**src/rtl/csq_pkg.sv**
```systemverilog
package csq_pkg;
  typedef enum logic [1:0] {
    ST_RUN   = 2'd0,
    ST_ROBSQ = 2'd1,
    ST_TRAP  = 2'd2
  } csq_state_e;

  // grant vector bit positions, highest index has highest priority
  localparam int GNT_EXE  = 0;
  localparam int GNT_CTX  = 1;
  localparam int GNT_TRAP = 2;
  localparam int GNT_N    = 3;
endpackage

```
**src/rtl/csq_src_pick.sv**
```systemverilog
module csq_src_pick #(
  parameter int N = 3
) (
  input  logic [N-1:0] req_i,
  output logic [N-1:0] gnt_o
);
  logic [N:0] taken;

  // ripple from the top index down: the first request seen wins
  assign taken[N] = 1'b0;
  for (genvar i = N - 1; i >= 0; i--) begin : g_pri
    assign gnt_o[i] = req_i[i] && !taken[i+1];
    assign taken[i] = taken[i+1] | req_i[i];
  end
endmodule

```
**src/rtl/csq_trap_timer.sv**
```systemverilog
module csq_trap_timer #(
  parameter int LAT_W = 4
) (
  input  logic             clk,
  input  logic             rst_n,
  input  logic             start_i,
  input  logic [LAT_W-1:0] lat_i,
  output logic             fire_o
);
  logic             armed_q;
  logic [LAT_W-1:0] cnt_q;

  assign fire_o = armed_q && (cnt_q <= LAT_W'(1));

  always_ff @(posedge clk) begin
    if (!rst_n) begin
      armed_q <= 1'b0;
      cnt_q   <= '0;
    end else if (start_i) begin
      armed_q <= 1'b1;
      cnt_q   <= lat_i;
    end else if (fire_o) begin
      armed_q <= 1'b0;
    end else if (armed_q) begin
      cnt_q <= cnt_q - 1'b1;
    end
  end

  // an armed timer that has not fired counts down by exactly one
  assert_count_R5: assert property (@(posedge clk) disable iff (!rst_n)
    (armed_q && !fire_o && !start_i) |=> (armed_q && cnt_q == $past(cnt_q) - 1'b1));

  // a start always arms the timer
  assert_start_R5: assert property (@(posedge clk) disable iff (!rst_n)
    start_i |=> armed_q);
endmodule

```
**src/rtl/csq_thread.sv**
```systemverilog
module csq_thread
  import csq_pkg::*;
#(
  parameter int SEQ_W = 16,
  parameter int PC_W  = 32,
  parameter int LAT_W = 4
) (
  input  logic             clk,
  input  logic             rst_n,
  input  logic [LAT_W-1:0] trap_lat_i,
  input  logic             ex_vld_i,
  input  logic [SEQ_W-1:0] ex_seq_i,
  input  logic             ex_incl_i,
  input  logic             ex_mispred_i,
  input  logic             ex_uncond_i,
  input  logic             ex_taken_i,
  input  logic [PC_W-1:0]  ex_pc_i,
  input  logic             fault_i,
  input  logic             ctx_req_i,
  input  logic             rob_empty_i,
  input  logic [SEQ_W-1:0] rob_head_seq_i,
  input  logic [SEQ_W-1:0] last_seq_i,
  input  logic [PC_W-1:0]  restart_pc_i,
  input  logic             ins_vld_i,
  input  logic [SEQ_W-1:0] ins_seq_i,
  input  logic             rob_done_i,
  output logic             squash_o,
  output logic             robsq_o,
  output logic [SEQ_W-1:0] done_seq_o,
  output logic             taken_o,
  output logic [PC_W-1:0]  pc_o,
  output logic [1:0]       state_o
);
  csq_state_e       state_q;
  logic [SEQ_W-1:0] young_q;
  logic             squash_q;
  logic [SEQ_W-1:0] done_q;
  logic             taken_q;
  logic [PC_W-1:0]  pc_q;

  logic             trap_fire;
  logic             ex_ok;
  logic             ctx_ok;
  logic [GNT_N-1:0] gnt;
  logic             any_sq;
  logic             trap_start;
  logic [SEQ_W-1:0] ex_bnd;
  logic [SEQ_W-1:0] full_bnd;

  // stale filter: an execute squash must not be younger than the youngest entry
  always_comb begin
    ex_ok  = ex_vld_i && (state_q != ST_TRAP) && (ex_seq_i <= young_q);
    ctx_ok = ctx_req_i && (state_q != ST_TRAP);
  end

  csq_src_pick #(.N(GNT_N)) pick_i (
    .req_i ({trap_fire, ctx_ok, ex_ok}),
    .gnt_o (gnt)
  );

  assign any_sq     = |gnt;
  assign trap_start = !any_sq && (state_q == ST_RUN) && fault_i;
  assign ex_bnd     = ex_incl_i ? ex_seq_i - 1'b1 : ex_seq_i;
  assign full_bnd   = rob_empty_i ? last_seq_i : rob_head_seq_i - 1'b1;

  csq_trap_timer #(.LAT_W(LAT_W)) timer_i (
    .clk     (clk),
    .rst_n   (rst_n),
    .start_i (trap_start),
    .lat_i   (trap_lat_i),
    .fire_o  (trap_fire)
  );

  always_ff @(posedge clk) begin
    if (!rst_n) begin
      state_q  <= ST_RUN;
      young_q  <= '0;
      squash_q <= 1'b0;
      done_q   <= '0;
      taken_q  <= 1'b0;
      pc_q     <= '0;
    end else begin
      squash_q <= any_sq;
      if (any_sq) begin
        state_q <= ST_ROBSQ;
        if (gnt[GNT_EXE]) begin
          done_q  <= ex_bnd;
          young_q <= ex_bnd;
          taken_q <= ex_taken_i | (ex_mispred_i & ex_uncond_i);
          pc_q    <= ex_pc_i;
        end else begin
          done_q  <= full_bnd;
          young_q <= full_bnd;
          taken_q <= 1'b0;
          pc_q    <= restart_pc_i;
        end
      end else begin
        if (state_q == ST_RUN && ins_vld_i) young_q <= ins_seq_i;
        if (trap_start) state_q <= ST_TRAP;
        else if (state_q == ST_ROBSQ && rob_done_i) state_q <= ST_RUN;
      end
    end
  end

  assign squash_o   = squash_q;
  assign robsq_o    = (state_q == ST_ROBSQ);
  assign done_seq_o = done_q;
  assign taken_o    = taken_q;
  assign pc_o       = pc_q;
  assign state_o    = state_q;

  // a request younger than the youngest entry yields no pulse
  assert_stale_R2: assert property (@(posedge clk) disable iff (!rst_n)
    (ex_vld_i && !ctx_ok && !trap_fire && ex_seq_i > young_q) |=> !squash_q);

  // while trap pending and not firing, nothing else squashes
  assert_trap_block_R6: assert property (@(posedge clk) disable iff (!rst_n)
    (state_q == ST_TRAP && !trap_fire) |=> (state_q == ST_TRAP && !squash_q));

  // after a squash the youngest tracker equals the reported boundary
  assert_young_R3: assert property (@(posedge clk) disable iff (!rst_n)
    squash_q |-> (young_q == done_q));

  // done from the walk returns the thread to running
  assert_done_R8: assert property (@(posedge clk) disable iff (!rst_n)
    (state_q == ST_ROBSQ && rob_done_i && !any_sq) |=> (state_q == ST_RUN));

  // no update of the youngest tracker outside the running state
  assert_ins_R9: assert property (@(posedge clk) disable iff (!rst_n)
    (state_q != ST_RUN && !any_sq) |=> $stable(young_q));

  // an unconditional mispredict always reports taken
  assert_taken_R4: assert property (@(posedge clk) disable iff (!rst_n)
    (gnt[GNT_EXE] && ex_mispred_i && ex_uncond_i) |=> taken_q);
endmodule

```
**src/rtl/commit_squash_ctrl.sv**
```systemverilog
module commit_squash_ctrl #(
  parameter int NT    = 2,
  parameter int SEQ_W = 16,
  parameter int PC_W  = 32,
  parameter int LAT_W = 4
) (
  input  logic                clk,
  input  logic                rst_n,
  input  logic [LAT_W-1:0]    trap_lat_i,
  input  logic [NT-1:0]       ex_vld_i,
  input  logic [NT*SEQ_W-1:0] ex_seq_i,
  input  logic [NT-1:0]       ex_incl_i,
  input  logic [NT-1:0]       ex_mispred_i,
  input  logic [NT-1:0]       ex_uncond_i,
  input  logic [NT-1:0]       ex_taken_i,
  input  logic [NT*PC_W-1:0]  ex_pc_i,
  input  logic [NT-1:0]       fault_i,
  input  logic [NT-1:0]       ctx_req_i,
  input  logic [NT-1:0]       rob_empty_i,
  input  logic [NT*SEQ_W-1:0] rob_head_seq_i,
  input  logic [NT*SEQ_W-1:0] last_seq_i,
  input  logic [NT*PC_W-1:0]  restart_pc_i,
  input  logic [NT-1:0]       ins_vld_i,
  input  logic [NT*SEQ_W-1:0] ins_seq_i,
  input  logic [NT-1:0]       rob_done_i,
  output logic [NT-1:0]       fb_squash_o,
  output logic [NT-1:0]       fb_robsq_o,
  output logic [NT*SEQ_W-1:0] fb_done_seq_o,
  output logic [NT-1:0]       fb_taken_o,
  output logic [NT*PC_W-1:0]  fb_pc_o,
  output logic [NT*2-1:0]     state_o
);
  for (genvar t = 0; t < NT; t++) begin : g_thr
    csq_thread #(.SEQ_W(SEQ_W), .PC_W(PC_W), .LAT_W(LAT_W)) thr_i (
      .clk            (clk),
      .rst_n          (rst_n),
      .trap_lat_i     (trap_lat_i),
      .ex_vld_i       (ex_vld_i[t]),
      .ex_seq_i       (ex_seq_i[t*SEQ_W +: SEQ_W]),
      .ex_incl_i      (ex_incl_i[t]),
      .ex_mispred_i   (ex_mispred_i[t]),
      .ex_uncond_i    (ex_uncond_i[t]),
      .ex_taken_i     (ex_taken_i[t]),
      .ex_pc_i        (ex_pc_i[t*PC_W +: PC_W]),
      .fault_i        (fault_i[t]),
      .ctx_req_i      (ctx_req_i[t]),
      .rob_empty_i    (rob_empty_i[t]),
      .rob_head_seq_i (rob_head_seq_i[t*SEQ_W +: SEQ_W]),
      .last_seq_i     (last_seq_i[t*SEQ_W +: SEQ_W]),
      .restart_pc_i   (restart_pc_i[t*PC_W +: PC_W]),
      .ins_vld_i      (ins_vld_i[t]),
      .ins_seq_i      (ins_seq_i[t*SEQ_W +: SEQ_W]),
      .rob_done_i     (rob_done_i[t]),
      .squash_o       (fb_squash_o[t]),
      .robsq_o        (fb_robsq_o[t]),
      .done_seq_o     (fb_done_seq_o[t*SEQ_W +: SEQ_W]),
      .taken_o        (fb_taken_o[t]),
      .pc_o           (fb_pc_o[t*PC_W +: PC_W]),
      .state_o        (state_o[t*2 +: 2])
    );
  end
endmodule

```
**config.mk**
```make
export PLATFORM = sky130hd
export DESIGN_NAME = commit_squash_ctrl
export DESIGN_NICKNAME = d
export VERILOG_FILES = /design/src/rtl/csq_pkg.sv /design/src/rtl/csq_src_pick.sv /design/src/rtl/csq_trap_timer.sv /design/src/rtl/csq_thread.sv /design/src/rtl/commit_squash_ctrl.sv
export SDC_FILE = /design/constraint.sdc
export NUM_CORES = 1
export LEC_CHECK = 0
export CAP_MARGIN = 10
export CORE_UTILIZATION = 40
export CTS_CLUSTER_DIAMETER = 200
export DETAILED_ROUTE_END_ITERATION = 6
export MAX_ROUTING_LAYER = met4
export PLACE_DENSITY = 0.76
export SLEW_MARGIN = 5
export SYNTH_ARGS = -nofsm -noshare
export SYNTH_HDL_FRONTEND = slang
export SYNTH_SLANG_ARGS = --single-unit
export TNS_END_PERCENT = 30
```
**constraint.sdc**
```tcl
create_clock -name clk -period 2.7 [get_ports clk]
set_input_delay 0.54 -clock clk [delete_from_list [all_inputs] [get_ports clk]]
set_output_delay 0.54 -clock clk [all_outputs]
set_load 0.01 [all_outputs]
```
Yosys cells after proc, flatten, opt, wreduce, memory -nomap -nowiden:

Cells that the tools add are included.

* $add $sub $neg: 6
* multiply operators: 0
* div/mod/pow operators: 0
* magnitude comparators: 4
* equal/unequal tests: 6
* shift-type cells: 0
* mux-type cells: 30
* bitwise operators: 7
* reductions and logical operators: 44

Operators with widths (number)
* $mux 16: 10
* $mux 32: 2
* $sub 16x1->16 const B: 4
* $le 16x16->1: 2
* $mux 4: 6
* $logic_and 1x1->1: 20
* $reduce_bool 2->1: 8
* $le 4x1->1 const B: 2
* $mux 1: 8
* $mux 2: 4
* $ne 2x2->1 const B: 4
* $reduce_or 4->1: 2
* $sub 4x1->4 const B: 2
* $logic_not 1->1: 6
* $reduce_bool 3->1: 2
* $reduce_or 3->1: 2
* $eq 2x1->1 const B: 2
* $logic_not 2->1: 2
* $or 1x1->1: 4
* $reduce_and 2->1: 2
* $and 1x1->1: 2
* $not 1->1: 1

* flip-flop bits (word level): 146
* bits in latches: 0
* bits in writable memories: 0
* bits in read-only memories: 0
* bits of input ports: 282
* output and inout port bits: 106
* logic and storage cells: 115
* memories: 0

Logic depth before layout (Yosys ltp):

* word-level depth: 11
* gate-level depth with buffers: 11
* mapped depth without buffers: 8

By module:

A second synthesis with hierarchy kept.

* cells, all modules: 1119
* area total of the unflattened synthesis: 9073.7 sq um

By module, submodules not included
* csq_thread (g_thr[0].thr_i): instances 1, cells each 505, area each 4204.0 sq um, seq. area each 1361.3 sq um
* csq_thread (g_thr[1].thr_i): instances 1, cells each 538, area each 4191.5 sq um, seq. area each 1361.3 sq um
* csq_trap_timer: instances 2, cells each 35, area each 312.8 sq um, seq. area each 100.1 sq um
* csq_src_pick: instances 2, cells each 3, area each 26.3 sq um, seq. area each 0.0 sq um

Worst setup path after synthesis:

OpenSTA, ideal clock, no wires.

* path kind: input -> register
* start: in ex_seq_i[27]
* end: reg g_thr[1].thr_i.done_q[12]
* data arrival time: 2.539 ns
* data required time: 2.585 ns
* slack: 0.047 ns
* stages on the path: 9
* buffers on the path: 2
* cell sequence: ha_1 > nand4_1 > or4_1 > or3_1 > o31a_1 > buf_6 > buf_2 > and3_1 > o21a_1

* cells in the longest elaborated chain, start to end: 4
* elaborated cells on any way between the ends: 7

RTL lines
* start: declaration: line commit_squash_ctrl.sv:11 `input logic [NT*SEQ_W-1:0] ex_seq_i,`
* $le 16x16->1: line csq_thread.sv:52 `ex_ok = ex_vld_i && (state_q != ST_TRAP) && (ex_seq_i <= young_q);`
* $logic_and 1x1->1: line csq_thread.sv:52
* $logic_and 1x1->1: line csq_src_pick.sv:12 `assign gnt_o[i] = req_i[i] && !taken[i+1];`
* $reduce_or 3->1 / $mux 16 (equally long branches): line csq_thread.sv:61, csq_thread.sv:86
* end signal: assignment: line csq_thread.sv:87 `done_q <= ex_bnd;`
* end signal: assignment: line csq_thread.sv:92 `done_q <= full_bnd;`
* end: declaration: line csq_thread.sv:37 `logic [SEQ_W-1:0] done_q;`

Parallel ways exist; a longest one is shown, timed or not.
A chain may end at the register's enable or synchronous reset.

Worst setup path after layout:

* start: reg g_thr[1].thr_i.young_q[9]
* end: reg g_thr[1].thr_i.young_q[15]

* cells in the longest elaborated chain, start to end: 5
* elaborated cells on any way between the ends: 7

RTL lines
* start: declaration: line csq_thread.sv:35 `logic [SEQ_W-1:0] young_q;`
* start signal: assignment: line csq_thread.sv:88 `young_q <= ex_bnd;`
* start signal: assignment: line csq_thread.sv:93 `young_q <= full_bnd;`
* start signal: assignment: line csq_thread.sv:98 `if (state_q == ST_RUN && ins_vld_i) young_q <= ins_seq_i;`
* $le 16x16->1 (*): line csq_thread.sv:52
* $logic_and 1x1->1 (*): line csq_thread.sv:52
* $logic_and 1x1->1 (*): line csq_src_pick.sv:12
* $reduce_or 3->1 / $mux 16 (equally long branches): line csq_thread.sv:61, csq_thread.sv:86
* $mux 16 / $reduce_bool 2->1 (equally long branches)

Every way passes the cells marked *; elsewhere a longest branch is shown, timed or not.

==> qor.yml <==
gp_congestion: 1.06
clk_path_buf_depth: 2
hold_path_depth: 2
drtAntennaViolNets: 0
p_leak_uw: 0.00637
register_area_sq_um: 2930
synth_edf_count: 0
crit_required_ns: 3.02
grt_start_max_net_pins: 40
use_met3_pct: 8.80
most-common-layout-cells: "clkdlybuf4s50_1 (366), nand2_1 (173), buf_4 (147)"
final_common_cell: "clkdlybuf4s50_1"
period_share_pct: 99.5
syn_nets: 1471
met1_usage_pct: 35.5
fmax_mhz: 372
hold_slack_ns: 0.471
synth_cell_types: 67
clock_sinks: 146
die-width_microns: 155
status: "finished, final reports clean"
relSlewSlack_pct: 54.6
path_buf_inv: 4
end_kind: "flip-flop"
ir_drop_mv: 0.367
die_y_microns: 155
areaGrowthSynthToFinish_pct: 67.1
cap_violations: 0
regToRegSetupSlack_ns: 0.01
clkTransAtPathRegs_ns: 0.06
final_max_slew_viol_count: 0
grt_overflow: 0
ys_warn_count: 0
ys_ff_latch: 146
critPathTopFamily: "simple AND/OR/NAND/NOR gates"
tightest_slew_ns: 0.679
place_inst: 1888
fillers: 1884
cp.arrival_ns: 3.01
routed_wl_mm: 39.3
hp-class: "reg2reg"
crit_chain: "inv_4 > ha_4 > nand4_1 > or4_4 > or3_4 > buf_6 > o31ai_4 > buf_6 > buf_12 > a2bb2oi_2 > a221oi_1"
cp_max_fo: 6
grt_pass1_wl_mm: 58.2
routed_via_density: 5.62
multiInputGateArea_sq_um: 6110
dr.first_iter.drc_count: 757
rsz0062_at_grt: "yes"
min_from: "g_thr[0].thr_i.done_seq_o[3]$_SDFFE_PN0P_"
start_kind: "flip-flop"
fin_skew_ns: 0.0119
cts_tree: "yes"
htree_levels: 4
clk_latency_ns: 0.43
max_stage_delay_ns: 0.59
async_reset_ff_share_pct: 0
grt_pass1_vias: 10809
worst_path_most_repeated_cell: "buf_6"
vias: 10859
numCtsBuffers: 17
cts-root-buf: "clkbuf_16"
initial_core_util_pct: 41.0
power_density_nw_per_um2: 499
core_sq_um: 22700
busiest_layer: "met2"
postSynthAreaPerCell_sq_um: 8.11
period_needed_ns: 2.69
synthCells: 1149
gr-usage-met2_pct: 56.9
finalSetupViolations: 0
crit_type: "reg2reg"
nets: 1955
rows: 55
layout-drive-gt1-share_pct: 19.0
reg2reg_to: "g_thr[1].thr_i.young_q[15]$_SDFFE_PN0P_"
hold_viol_final: 0
dr.pass1.iters: 5
ys_seq_area_share_pct: 31.4
antenna_found_initial: 3
ys.flop_type: "dfxtp_1"
pin_count: 388
drc: 0
grt_util_all_layers_pct: 32.6
layout.cells.non_filler: 1933
holdPathEnd: "g_thr[0].thr_i.done_seq_o[3]$_SDFFE_PN0P_"
r2r_cells: 11
die_area_sq_um: 23900
r2r_start: "g_thr[1].thr_i.young_q[9]$_SDFFE_PN0P_"
wl_per_cell_microns: 20.4
synth_area_sq_um: 9310
io_buffers: 387
dp_hpwl_mm: 30.3
cp_slowest_cell: "or4_4"
==> final cells by class <==
| type | count | area share [%] |
|---|---|---|
| Antenna cell | 3 | 0.0482 |
| Clock buffer | 18 | 2.76 |
| Clock inverter | 13 | 1.13 |
| Inverter | 48 | 1.17 |
| Multi-Input combinational cell | 865 | 39.3 |
| Sequential cell | 146 | 18.8 |
| Tap cell | 285 | 2.29 |
| Timing Repair Buffer | 555 | 34.5 |
==> flip-flops by register name (all words and copies together), names as in the netlist <==
signal                       cells
g_thr.thr_i.young_q             32
g_thr.thr_i.state_o              4
g_thr.thr_i.squash_o             2
g_thr.thr_i.timer_i.armed_q      2
g_thr.thr_i.done_seq_o          32
g_thr.thr_i.pc_o                64
g_thr.thr_i.timer_i.cnt_q        8
g_thr.thr_i.taken_o              2
==> stage by stage <==
step | utilization [%] | power (uW) | worst slack [ns] | area, sq um | TNS [ns]
4_1_cts | 67.1 | 7700 | -0.00329 | 15200 | -0.00329
3_5_place_dp | 63.9 | 5170 | -0.587 | 14500 | -62.10
6_report | 68.5 | 7770 | 0.0123 | 15600 | 0
2_1_floorplan | - | 3750 | 0.0468 | 9310 | 0
3_3_place_gp | 63.9 | 5130 | -0.559 | 14500 | -57.66
5_1_grt | 68.5 | 8100 | -0.0806 | 15600 | -0.153
==> worst reg2reg max path, delay by kind of cell (launching register included) <==
kind            cells  cell delay (ns)
buf+inv             4             0.46
compound gates      3             0.37
fa+ha+maj           1             0.26
simple gates        3             1.14
flops               1             0.35
==> power breakdown <==
part	internal, uW	switching, uW	leakage (uW)
logic	1440	1260	0.00488
registers	2410	157	0.00121
clock network	1470	1030	0.000286
total	5320	2450	0.00637
==> worst max path at each step <==
stage	depth (start not counted)	slack, ns	start	to
5_1_grt	11	-0.08	g_thr[1].thr_i.young_q[9]$_SDFFE_PN0P_	g_thr[1].thr_i.young_q[15]$_SDFFE_PN0P_
3_3_place_gp	9	-0.56	ex_seq_i[25]	g_thr[1].thr_i.done_seq_o[9]$_SDFFE_PN0P_
6_report	11	0.01	g_thr[1].thr_i.young_q[9]$_SDFFE_PN0P_	g_thr[1].thr_i.young_q[15]$_SDFFE_PN0P_
2_1_floorplan	9	0.05	ex_seq_i[27]	g_thr[1].thr_i.done_seq_o[12]$_SDFFE_PN0P_
3_5_place_dp	10	-0.59	ex_seq_i[28]	g_thr[1].thr_i.pc_o[7]$_SDFFE_PN0P_
4_1_cts	12	-0.003	ex_seq_i[25]	g_thr[1].thr_i.pc_o[30]$_SDFFE_PN0P_
==> synthesized netlist by cell type, types with 6 or more instances <==
| cell type | count | area share (%) |
|---|---|---|
| or4_1 | 10 | 0.81 |
| nor3_1 | 34 | 1.8 |
| o22ai_2 | 14 | 1.9 |
| xor2_1 | 20 | 1.9 |
| a311oi_2 | 29 | 4.7 |
| o21ai_0 | 45 | 2.4 |
| inv_1 | 48 | 1.9 |
| xnor2_1 | 34 | 3.2 |
| o211a_1 | 31 | 3.3 |
| clkbuf_1 | 66 | 2.7 |
| nand3_1 | 25 | 1.3 |
| ha_1 | 40 | 5.4 |
| or3_1 | 6 | 0.40 |
| nor2b_1 | 11 | 0.74 |
| nand2_1 | 173 | 7.0 |
| a31oi_1 | 20 | 1.3 |
| nand4_1 | 44 | 3.0 |
| a21oi_1 | 47 | 2.5 |
| o211ai_1 | 21 | 1.7 |
| buf_2 | 6 | 0.32 |
| mux2i_1 | 11 | 1.2 |
| and3_1 | 19 | 1.3 |
| dfxtp_1 | 146 | 31 |
| o221a_1 | 14 | 1.7 |
| nor4_1 | 16 | 1.1 |
| nor2_1 | 96 | 3.9 |
| o41ai_1 | 6 | 0.56 |
| a221oi_1 | 7 | 0.66 |
| o21a_1 | 18 | 1.5 |
| buf_6 | 7 | 0.85 |
| buf_4 | 7 | 0.56 |
==> cells by family (layout without fill, tap and decap cells) <==
group / Yosys count / in the layout / share of synthesized area (%)
and+or+nand+nor: 466 / 466 / 24.4
buffers and inverters: 139 / 634 / 6.53
AOI/OAI and AO/OA: 292 / 293 / 25.9
DFF: 146 / 146 / 31.4
adders and majority gates: 40 / 40 / 5.37
muxes: 12 / 12 / 1.30
other: 0 / 3 / 0
xor gates and xnor gates: 54 / 54 / 5.08
==> repair_timing <==
action                     in CTS  in global routing
hold buffers                    0                  0
setup buffers                   6                  3
gates cloned                    2                  0
gates resized for setup        16                 65
pin swaps                      15                 28
setup endpoints to repair      69                 80
==> routing by layer <==
metal	vias to the layer above	wire length (microns)
li1	5184	-
met1	5096	15100
met2	501	19600
met3	78	3380
met4	0	1340
met5	-	0
Note: power is estimated with default switching activity, not from simulation.
